`src/rtl/lp_reset_pkg.sv`:
```
package lp_reset_pkg;
  typedef enum logic [1:0] {
    ST_IDLE  = 2'd0,
    ST_HOLD  = 2'd1,
    ST_PULSE = 2'd2,
    ST_WAIT  = 2'd3
  } lpr_state_e;
endpackage

```
`src/rtl/lpr_sync.sv`:
```
module lpr_sync #(
  parameter int unsigned STAGES    = 2,
  parameter bit          RESET_VAL = 1'b1
) (
  input  logic clk_i,
  input  logic rst_ni,
  input  logic d_i,
  output logic q_o
);
  logic [STAGES-1:0] stg_q;

  generate
    for (genvar i = 0; i < STAGES; i++) begin : g_stg
      always_ff @(posedge clk_i or negedge rst_ni) begin
        if (!rst_ni) stg_q[i] <= RESET_VAL;
        else if (i == 0) stg_q[i] <= d_i;
        else stg_q[i] <= stg_q[(i == 0) ? 0 : i-1];
      end
    end
  endgenerate

  assign q_o = stg_q[STAGES-1];
endmodule

```
`src/rtl/lpr_mode_latch.sv`:
```
module lpr_mode_latch (
  input  logic clk_i,
  input  logic rst_ni,
  input  logic upd_en_i,
  input  logic dsel_i,
  output logic test_o
);
  always_ff @(posedge clk_i or negedge rst_ni) begin
    if (!rst_ni)       test_o <= 1'b0;
    else if (upd_en_i) test_o <= dsel_i;
  end
endmodule

```
`src/rtl/lpr_timer.sv`:
```
module lpr_timer
  import lp_reset_pkg::*;
#(
  parameter int unsigned HOLD_CYC  = 750_000_000,
  parameter int unsigned PULSE_CYC = 40_000_000
) (
  input  logic clk_i,
  input  logic rst_ni,
  input  logic btn_s_i,   // synchronized, active low
  input  logic test_i,
  output logic idle_o,
  output logic pull_o
);
  localparam int unsigned MAXC = (HOLD_CYC > PULSE_CYC) ? HOLD_CYC : PULSE_CYC;
  localparam int unsigned CW   = $clog2(MAXC + 1);
  localparam logic [CW-1:0] HOLD_LAST  = CW'(HOLD_CYC - 1);
  localparam logic [CW-1:0] PULSE_LAST = CW'(PULSE_CYC - 1);

  lpr_state_e    st_q;
  logic [CW-1:0] cnt_q;

  always_ff @(posedge clk_i or negedge rst_ni) begin
    if (!rst_ni) begin
      st_q  <= ST_IDLE;
      cnt_q <= '0;
    end else begin
      unique case (st_q)
        ST_IDLE: begin
          cnt_q <= '0;
          if (!btn_s_i) begin
            // zero-delay mode or single-cycle hold fires on the first low sample
            if (test_i || HOLD_LAST == '0) st_q <= ST_PULSE;
            else begin
              st_q  <= ST_HOLD;
              cnt_q <= CW'(1);
            end
          end
        end
        ST_HOLD: begin
          if (btn_s_i) begin
            st_q  <= ST_IDLE;
            cnt_q <= '0;
          end else if (cnt_q == HOLD_LAST) begin
            st_q  <= ST_PULSE;
            cnt_q <= '0;
          end else begin
            cnt_q <= cnt_q + CW'(1);
          end
        end
        ST_PULSE: begin
          if (cnt_q == PULSE_LAST) begin
            st_q  <= ST_WAIT;
            cnt_q <= '0;
          end else begin
            cnt_q <= cnt_q + CW'(1);
          end
        end
        ST_WAIT: begin
          if (btn_s_i) st_q <= ST_IDLE;
        end
        default: st_q <= ST_IDLE;
      endcase
    end
  end

  assign idle_o = (st_q == ST_IDLE);
  assign pull_o = (st_q == ST_PULSE);
endmodule

```
`src/rtl/lp_reset_gen.sv`:
```
module lp_reset_gen #(
  parameter int unsigned HOLD_CYC  = 750_000_000,
  parameter int unsigned PULSE_CYC = 40_000_000,
  parameter int unsigned SYNC_STG  = 2
) (
  input  logic clk_i,
  input  logic rst_ni,
  input  logic btn_ni,
  input  logic dsel_i,
  output logic pull_en_o
);
  logic btn_s;
  logic test_q;
  logic idle;

  lpr_sync #(.STAGES(SYNC_STG), .RESET_VAL(1'b1)) u_sync (
    .clk_i (clk_i),
    .rst_ni(rst_ni),
    .d_i   (btn_ni),
    .q_o   (btn_s)
  );

  lpr_mode_latch u_mode (
    .clk_i   (clk_i),
    .rst_ni  (rst_ni),
    .upd_en_i(idle & btn_s),
    .dsel_i  (dsel_i),
    .test_o  (test_q)
  );

  lpr_timer #(.HOLD_CYC(HOLD_CYC), .PULSE_CYC(PULSE_CYC)) u_timer (
    .clk_i  (clk_i),
    .rst_ni (rst_ni),
    .btn_s_i(btn_s),
    .test_i (test_q),
    .idle_o (idle),
    .pull_o (pull_en_o)
  );
endmodule

```
`config.mk`:
```
export PLATFORM = sky130hd
export DESIGN_NAME = lp_reset_gen
export DESIGN_NICKNAME = d
export VERILOG_FILES = /design/src/rtl/lp_reset_pkg.sv /design/src/rtl/lpr_sync.sv /design/src/rtl/lpr_mode_latch.sv /design/src/rtl/lpr_timer.sv /design/src/rtl/lp_reset_gen.sv
export SDC_FILE = /design/constraint.sdc
export NUM_CORES = 1
export LEC_CHECK = 0
export ABC_AREA = 1
export BUFFER_PORTS_ARGS = -buffer_cell sky130_fd_sc_hd__buf_2
export CAP_MARGIN = 20
export CELL_PAD_IN_SITES_DETAIL_PLACEMENT = 0
export CELL_PAD_IN_SITES_GLOBAL_PLACEMENT = 2
export CORE_UTILIZATION = 25
export DETAILED_ROUTE_END_ITERATION = 12
export HOLD_SLACK_MARGIN = 0.03
export PLACE_DENSITY = 0.63
export SKIP_CTS_REPAIR_TIMING = 1
export SLEW_MARGIN = 10
export SYNTH_ARGS = -nofsm -noshare
export SYNTH_HDL_FRONTEND = slang
export SYNTH_HIERARCHICAL = 1
export SYNTH_SLANG_ARGS = --single-unit
```
`constraint.sdc`:
```
create_clock -name clk_i -period 2.24 [get_ports clk_i]
set_input_delay 0.336 -clock clk_i [delete_from_list [all_inputs] [get_ports clk_i]]
set_output_delay 0.336 -clock clk_i [all_outputs]
set_load 0.03 [all_outputs]
```
======== Word level (Yosys, flattened, before mapping) ========
Index checks and enable logic that the tools add are counted.
Widths: inputs -> output; s select.
storage, ports and cells
  flip-flop bits (word level) ............. 35
  logic and storage cells ................. 32
cells by class
  equal/unequal tests ..................... 9
  $add $sub $neg .......................... 1
  reduce and logical (&&, ||, !) cells .... 3
  multiplexer cells ....................... 13
  bitwise logic cells ..................... 1
operators by type and width
  operator               count
  $mux 30                4
  $pmux 30 s3            1
  $add 30x1->30 const B  1
  $eq 30x26->1 const B   1
  $eq 30x30->1 const B   1
  $mux 2                 6
  $pmux 2 s4             1
  $eq 2x2->1 const B     2
  $ne 2x2->1 const B     2
  $reduce_and 4->1       1
  $ne 3x2->1 const B     1
  $reduce_bool 3->1      1
  $eq 2x1->1 const B     1
  $logic_not 2->1        1
  $ne 2x1->1 const B     1
  $and 1x1->1            1
  $mux 1                 1

======== Longest topological paths before layout ========
Gate-level depths: netlist of run 1.
  word-level depth ........................ 4
  depth in mapped cells ................... 11
  gate-level depth less buffers ........... 11

======== By module ========
The synthesis of run 1 kept the hierarchy.
by module, submodules not included
  module          area an instance (um^2)  sequential area each (um^2)  cells each  times used
  lpr_timer       2404.8                   800.8                        347         1
  lpr_sync        52.6                     52.6                         2           1
  lpr_mode_latch  40.0                     25.0                         5           1
  lp_reset_gen    7.5                      0.0                          2           1

======== Worst setup path after synthesis of run 1 ========
OpenSTA, ideal clock, no wires.
  path kind ............................... register -> register
  from .................................... register u_timer.cnt_q[0]
  to ...................................... register u_timer.cnt_q[12]
  setup time .............................. 0.122 ns
  path slack .............................. 0.647 ns
  stages on the path, launching flop included .. 12
  required time ........................... 2.118 ns
  data arrival time ....................... 1.472 ns
  path through ............................ dfrtp_1 ha_1 nand2_2 nor2_4 nand2_4 nor2_2 nand2_1 nand2_2 nand2_4 nand2_8 buf_12 o21ai_2
on the way
  cells in the longest elaborated chain, start to end .. 4
  elaborated cells between the ends (all ways) .. 7
  those cells by class .................... add/sub: 1; eq/ne: 2; mux: 4
RTL lines
  element                                               line                                               source
  start, declared                                       lpr_timer.sv:20                                    logic [CW-1:0] cnt_q;
  start signal, assigned                                lpr_timer.sv:47                                    cnt_q <= cnt_q + CW'(1);
  start signal, assigned                                lpr_timer.sv:55                                    cnt_q <= cnt_q + CW'(1);
  $add 30x1->30 / $eq 30x30->1 (equally long branches)  lpr_timer.sv:47, lpr_timer.sv:55, lpr_timer.sv:43
  $mux 30                                               lpr_timer.sv:43                                    end else if (cnt_q == HOLD_LAST) begin
  $mux 30                                               lpr_timer.sv:40                                    if (btn_s_i) begin
  $pmux 30 s3 *                                         lpr_timer.sv:27                                    unique case (st_q)
Every way passes the cells marked *; elsewhere a longest branch is shown, timed or not.
A chain may end at the register's enable or synchronous reset.

======== Final worst setup path of run 1 ========
  from .................................... register u_timer.cnt_q[0]
  to ...................................... register u_timer.cnt_q[8]
Same word-level chain as after synthesis.

==> out/metrics.yaml, run 1 <==
finish:
  num-nets-final: 373
  multi_input_area_um2: 1430
  mostFrequentLayoutCells: "124 x nand2_1, 55 x nor2_1, 36 x inv_1, 33 x dfrtp_1, 20 x o21ai_2"
  n_antenna_cell: 0
  seqCellArea_um2: 878
  final_common_cell: "nand2_1"
  finalInstanceArea_um2: 2730
  fill_cells: 1136
  syn_to_final_growth_pct: 8.89
  layout-drive-gt1-share_pct: 14.6
timing:
  setup_tns_ns: 0
  relSlewSlack_pct: 42.4
  worstMarginPinSlew_ns: 0.864
  setup-violations-final: 0
  rsz0062_at_grt: "false"
  skew_ns: 0.0141
  hold_viol: 0
  max_clock_freq_ghz: 0.552
  finalMaxSlewViolations: 0
  period_share_pct: 80.8
  layout_min_cycle_time_ns: 1.81
  whs_ns: 0.147
cts:
  clock_path_buffers: 2
  clk_pin_slew_worst_paths_ns: 0.08
  root_buffer: "clkbuf_8"
  cts_sinks: 35
  cts_buffers: 5
  clock_latency_ns: 0.29
  cts_tree: "built"
  h-tree-depth: 2
synth:
  synthFlopType: "dfrtp_1"
  netlist_area_um2: 2500
  synth_area_per_cell_um2: 7.04
  synth_top_family_by_area: "simple AND/OR/NAND/NOR gates"
  ys_types: 27
  synthCells: 356
  synth-adder-area-share_pct: 2.50
  synth_edf_count: 0
  seq_area_frac_synth_pct: 35.1
  synth_fp_nets: 365
  synth_simple_gate_area_share_pct: 37.7
  ys_ff_latch: 35
  synth_xor_area_share_pct: 6.99
  synth_compound_area_share_pct: 9.84
  synth_mux_area_share_pct: 0
  async_flop_share_pct: 100
  yosysWarnings: 6
place:
  io_buffers: 4
  post_dp_cell_area_um2: 2660
  dpl.hpwl_mm: 5.18
  gp_congestion: 0.820
power_and_ir_drop:
  power_density_nw_per_um2: 401
  power_frac_comb_pct: 1.5
  net-switching-power_uw: 250
  p_leak_uw: 0.00106
  seq_power_share_pct: 58.1
  p_sw_share_pct: 22.8
  ir_drop_v: 0.000188
  internal_power_uw: 845
  clkPwrFrac_pct: 40.4
floorplanning:
  coreArea_um2: 9730
  io-pin-count: 5
  fp.dieW_um: 102
  dieHeight_um: 102
  rows: 36
  start_util_pct: 25.7
  dieArea_um2: 10400
run_status:
  status: "finished, final reports clean"
setup_path:
  startpoint_type: "register"
  crit_type: "reg2reg"
  crit_fanout: 27
  setup.worst_path.start: "u_timer/cnt_q[0]"
  cp_data_required_time_ns: 2.40
  r2r-start: "u_timer/cnt_q[0]"
  endpoint_kind: "register"
  worstPathArrival_ns: 1.97
global_route:
  grt_pass1_wl_mm: 11.3
  antenna_found_initial: 0
  grt_max_degree: 36
  grt-ovfl-total: 0
  grt_use_total_pct: 14.5
  grt_pass1_vias: 2171
detailed_routing:
  dr.pass1.iters: 5
  via_per_inst: 4.35
  vias: 2157
  wl_per_cell_um: 13.7
  drt_wl_total_mm: 6.80
  drc: 0
  drtAntennaViolNets: 0
  drtIter0Drc: 77
flow_run:
  cap_violations: 0
hold_path:
  hold_path_class: "in2async"
## logic make-up after synthesis
group	after synthesis
buffers and inverters	44
XOR/XNOR	20
AND/OR/NAND/NOR	218
AO/OA/AOI/OAI	34
flip-flops	35
adder cells (fa/ha/maj)	5
## power groups by stage
stage / combinational, uW / clock (uW) / sequential, uW
2_1_floorplan: 0.737 / 0 / 648
3_3_place_gp: 17.6 / 0 / 648
3_5_place_dp: 18.0 / 0 / 648
4_1_cts: 18.0 / 473 / 636
5_1_grt: 19.7 / 501 / 636
6_report: 16.2 / 443 / 636
## synthesized netlist by cell type (all sizes together) (2+ instances only)
master	number	share of area [%]
nor3	8	1.8
clkbuf	3	0.45
inv	39	5.8
buf	2	1.6
nand2	131	21
a21oi	3	0.60
xnor2	3	1.0
xor2	17	5.9
nand4	3	0.75
dfrtp	33	33
ha	5	2.5
nor2	61	10
dfstp	2	2.1
o21ai	30	9.0
nand3	13	3.0
## sequential cells by signal, indices dropped and copies added, names as in the netlist
signal,flops
u_mode/test_o,1
u_sync/stg_q,1
u_timer/cnt_q,30
u_sync/q_o,1
u_timer/st_q,2
## final timing paths
| kind | slack, ns | endpoint | depth (start not counted) |
|---|---|---|---|
| max reg2reg | 0.43 | u_timer/cnt_q[8] | 10 |
| min in group clk_i | 0.15 | u_sync/stg_q[0] | 1 |
| max | 0.43 | u_timer/cnt_q[8] | 10 |
| min | 0.15 | u_timer/cnt_q[25] | 1 |
| max in group asynchronous | 1.53 | u_timer/cnt_q[1] | 1 |
| min reg2reg | 0.36 | u_sync/q_o | 0 |
## critical path, stage by stage, from the launching register on
cell and delay (ns):
dfrtp_1 0.41, ha_1 0.24, nand2_2 0.08, nor2_4 0.16, nand2_4 0.09, nor2_2 0.10, nand2_1 0.07, nand2_2 0.11
nand2_4 0.09, nand2_8 0.22, o21ai_0 0.12
## routing by layer
metal  vias up  share of wire, %  track usage, %
met3         4               2.5            2.26
met4         0              0.57            3.30
li1       1117                 -               -
met5         -                 0               0
met2        20                49            25.1
met1      1016                48            18.9
## per-stage QoR
step                utilization (%)  total power [uW]  cells  setup slack, ns
floorplan                         -               649    356            0.647
global placement               27.3               666    490            0.473
detailed placement             27.3               666    490            0.399
CTS                            28.0              1130    496            0.382
global route                   28.0              1160    496            0.187
finish                         28.0              1100    496            0.430
## area by class of cell
cell class | count | area share, %
repair buffers | 6 | 1.28
well taps | 133 | 6.10
multi-input cells | 277 | 52.4
inverters | 39 | 5.37
flip-flops and latches | 35 | 32.2
clock buffers | 6 | 2.66
Power figures use the tool's default switching activity.
==> run 2, diff against run 1 <==
- ABC_AREA: 1 -> 0
- PLACE_DENSITY: 0.63 -> 0.59
- clock period: 2.24 -> 1.67 ns (I/O delays scaled with it)
==> run 2 against run 1 <==
Effect of this change:
- the flow now finishes with violations (setup timing)
- routed wire length rose by 21%
- hold slack got worse by 0.087 ns
- cell area increased by 29%
- final cell count decreased by 9.1%
- clock power is 38% higher
- utilization is 12 points higher
- critical path depth is 3 lower
- power grew to 3.3 times the previous value
- sequential share of layout area down 7.1 points
- via count rose by 13%
- flip-flop and latch count unchanged
- highest routed layer unchanged
==> out/metrics.yaml, run 2 <==
synth:
  async_flop_share_pct: 100
  ys_ff_latch: 35
  synth_area_leader_cell: "dfrtp_1"
  synth_top_cells_by_area: "dfrtp_1 37%, o21ai_0 6.0%, nand4_1 4.7%"
  seq_area_frac_synth_pct: 38.8
  netlist_area_um2: 2260
  synth.most_common_cell: "dfrtp_1"
  yosysWarnings: 6
  synthCells: 253
  netlist_top_cells_count: "33 x dfrtp_1, 27 x nand2_1, 27 x o21ai_0"
  synth_fp_nets: 262
  ys_types: 52
  synth_edf_count: 0
  synth_area_per_cell_um2: 8.94
  synthFlopType: "dfrtp_1"
  synth_top_area_share_pct: 36.5
finish:
  mostFrequentLayoutCells: "74 x buf_4, 33 x dfrtp_1, 26 x nand2_1, 17 x nand4_1"
  finalInstanceArea_um2: 3510
  final_common_cell: "buf_4"
  largest_reg_flops: 30
  syn_to_final_growth_pct: 55.1
  layout-drive-gt1-share_pct: 44.3
  top_regs: "u_timer/cnt_q x30, u_timer/st_q x2"
  num-nets-final: 351
  top_register: "u_timer/cnt_q"
  n_antenna_cell: 0
  fill_cells: 869
cts:
  root_buffer: "clkbuf_8"
  clk_pin_slew_worst_paths_ns: 0.08
  h-tree-depth: 2
  cts_buffers: 5
  cts_sinks: 35
  clock_latency_ns: 0.29
  clock_path_buffers: 2
  cts_tree: "built"
timing:
  rsz0062_at_grt: "true"
  setup-violations-final: 31
  worstMarginPinSlew_ns: 0.455
  setup_tns_ns: -9.11
  fin_ws_ns: -0.355
  hold_viol: 0
  skew_ns: 0.00649
  finalMaxSlewViolations: 0
  period_share_pct: 121
  relSlewSlack_pct: 69.6
  max_clock_freq_ghz: 0.494
  layout_min_cycle_time_ns: 2.02
detailed_routing:
  via_per_inst: 5.38
  wl_per_cell_um: 18.2
  drtIter0Drc: 126
  drtAntennaViolNets: 0
  vias: 2427
  drt_wl_total_mm: 8.19
  dr.pass1.iters: 4
  drc: 0
global_route:
  grt_max_degree: 21
  grt-ovfl-total: 0
  grt_pass1_wl_mm: 12.2
  antenna_found_initial: 0
  grt_use_total_pct: 16.5
  grt_pass1_vias: 2220
setup_path:
  critPathCapture: "u_timer/st_q[1]"
  setup.worst_path.start: "u_timer/cnt_q[28]"
  crit_fanout: 2
  r2r-start: "u_timer/cnt_q[28]"
  startpoint_type: "register"
  r2r_slack_ns: -0.35
  rr_endpoint: "u_timer/st_q[1]"
  crit_type: "reg2reg"
  cp_data_required_time_ns: 1.84
  rr_worst_depth: 7
  endpoint_kind: "register"
  worstPathArrival_ns: 2.19
power_and_ir_drop:
  power_density_nw_per_um2: 1020
  ir_drop_v: 0.000546
  p_leak_uw: 0.00148
  finalPower_uw: 3580
floorplanning:
  coreArea_um2: 8720
  dieHeight_um: 97.1
  dieArea_um2: 9430
  io-pin-count: 5
  fp.dieW_um: 97.1
  start_util_pct: 25.9
  rows: 34
place:
  io_buffers: 4
  gp_congestion: 0.793
  post_dp_cell_area_um2: 2950
  post-place-ws_ns: -0.399
  dpl.hpwl_mm: 5.47
flow_run:
  cap_violations: 0
run_status:
  violations: "setup timing"
  status: "complete, but fails checks"
hold_path:
  hold_path_class: "in2reg"
[run 2: worst min path at each step]
stage | slack (ns) | to | from | cells after the start
5_1_grt | 0.04 | u_sync/stg_q[0] | btn_ni | 1
4_1_cts | -0.09 | u_timer/cnt_q[13] | rst_ni | 1
6_report | 0.06 | u_sync/stg_q[0] | btn_ni | 1
3_3_place_gp | 0.22 | u_timer/cnt_q[13] | rst_ni | 1
3_5_place_dp | 0.23 | u_timer/cnt_q[13] | rst_ni | 1
2_1_floorplan | -0.05 | u_mode/test_o | rst_ni | 0
[run 2: kinds of logic (layout without fill, tap and decap cells)]
kind of cell    after synthesis  in the layout  share of synthesized area [%]
buf+inv                      22            110                           4.59
mux                           7              7                           3.38
fa+ha+maj                     5              5                           2.77
simple gates                117            117                           29.7
compound gates               64             66                           19.6
xor+xnor                      3              3                           1.16
flops                        35             35                           38.8
[run 2: metal layers]
metal	track usage (%)	wire, um
met5	0	0
met4	4.13	161
met3	2.45	248
met2	26.8	3910
met1	23.0	3870
[run 2: worst max-delay path, stage by stage (launching register included)]
cell and delay [ns]:
dfrtp_1 0.42, nor4_4 0.34, nand4_1 0.20, buf_4 0.19, buf_4 0.13, o31ai_4 0.19, nand3b_1 0.14, mux2_2 0.29
[run 2: per-stage QoR]
step,cells,hold slack [ns],util (%)
CTS,432,-0.0870,34.8
global placement,424,0.220,33.8
detailed placement,424,0.226,33.8
floorplan,253,-0.0451,-
finish,451,0.0597,40.2
global route,451,0.0396,40.2
[run 2: where the power goes]
| group | switching [uW] | internal, uW |
|---|---|---|
| combinational | 1100 | 927 |
| sequential | 38.3 | 908 |
| clock | 317 | 293 |
| total | 1450 | 2130 |
[run 2: cell type report]
class                      instances  area, um2  share of cell area, %
clock buffer                       7       76.3                   2.18
clock inverter                     1       5.00                  0.143
inverter                           6       26.3                  0.749
multi-input combinational        198       1560                   44.6
sequential                        35        878                   25.1
tap                              108        135                   3.85
timing repair buffer              96        822                   23.4
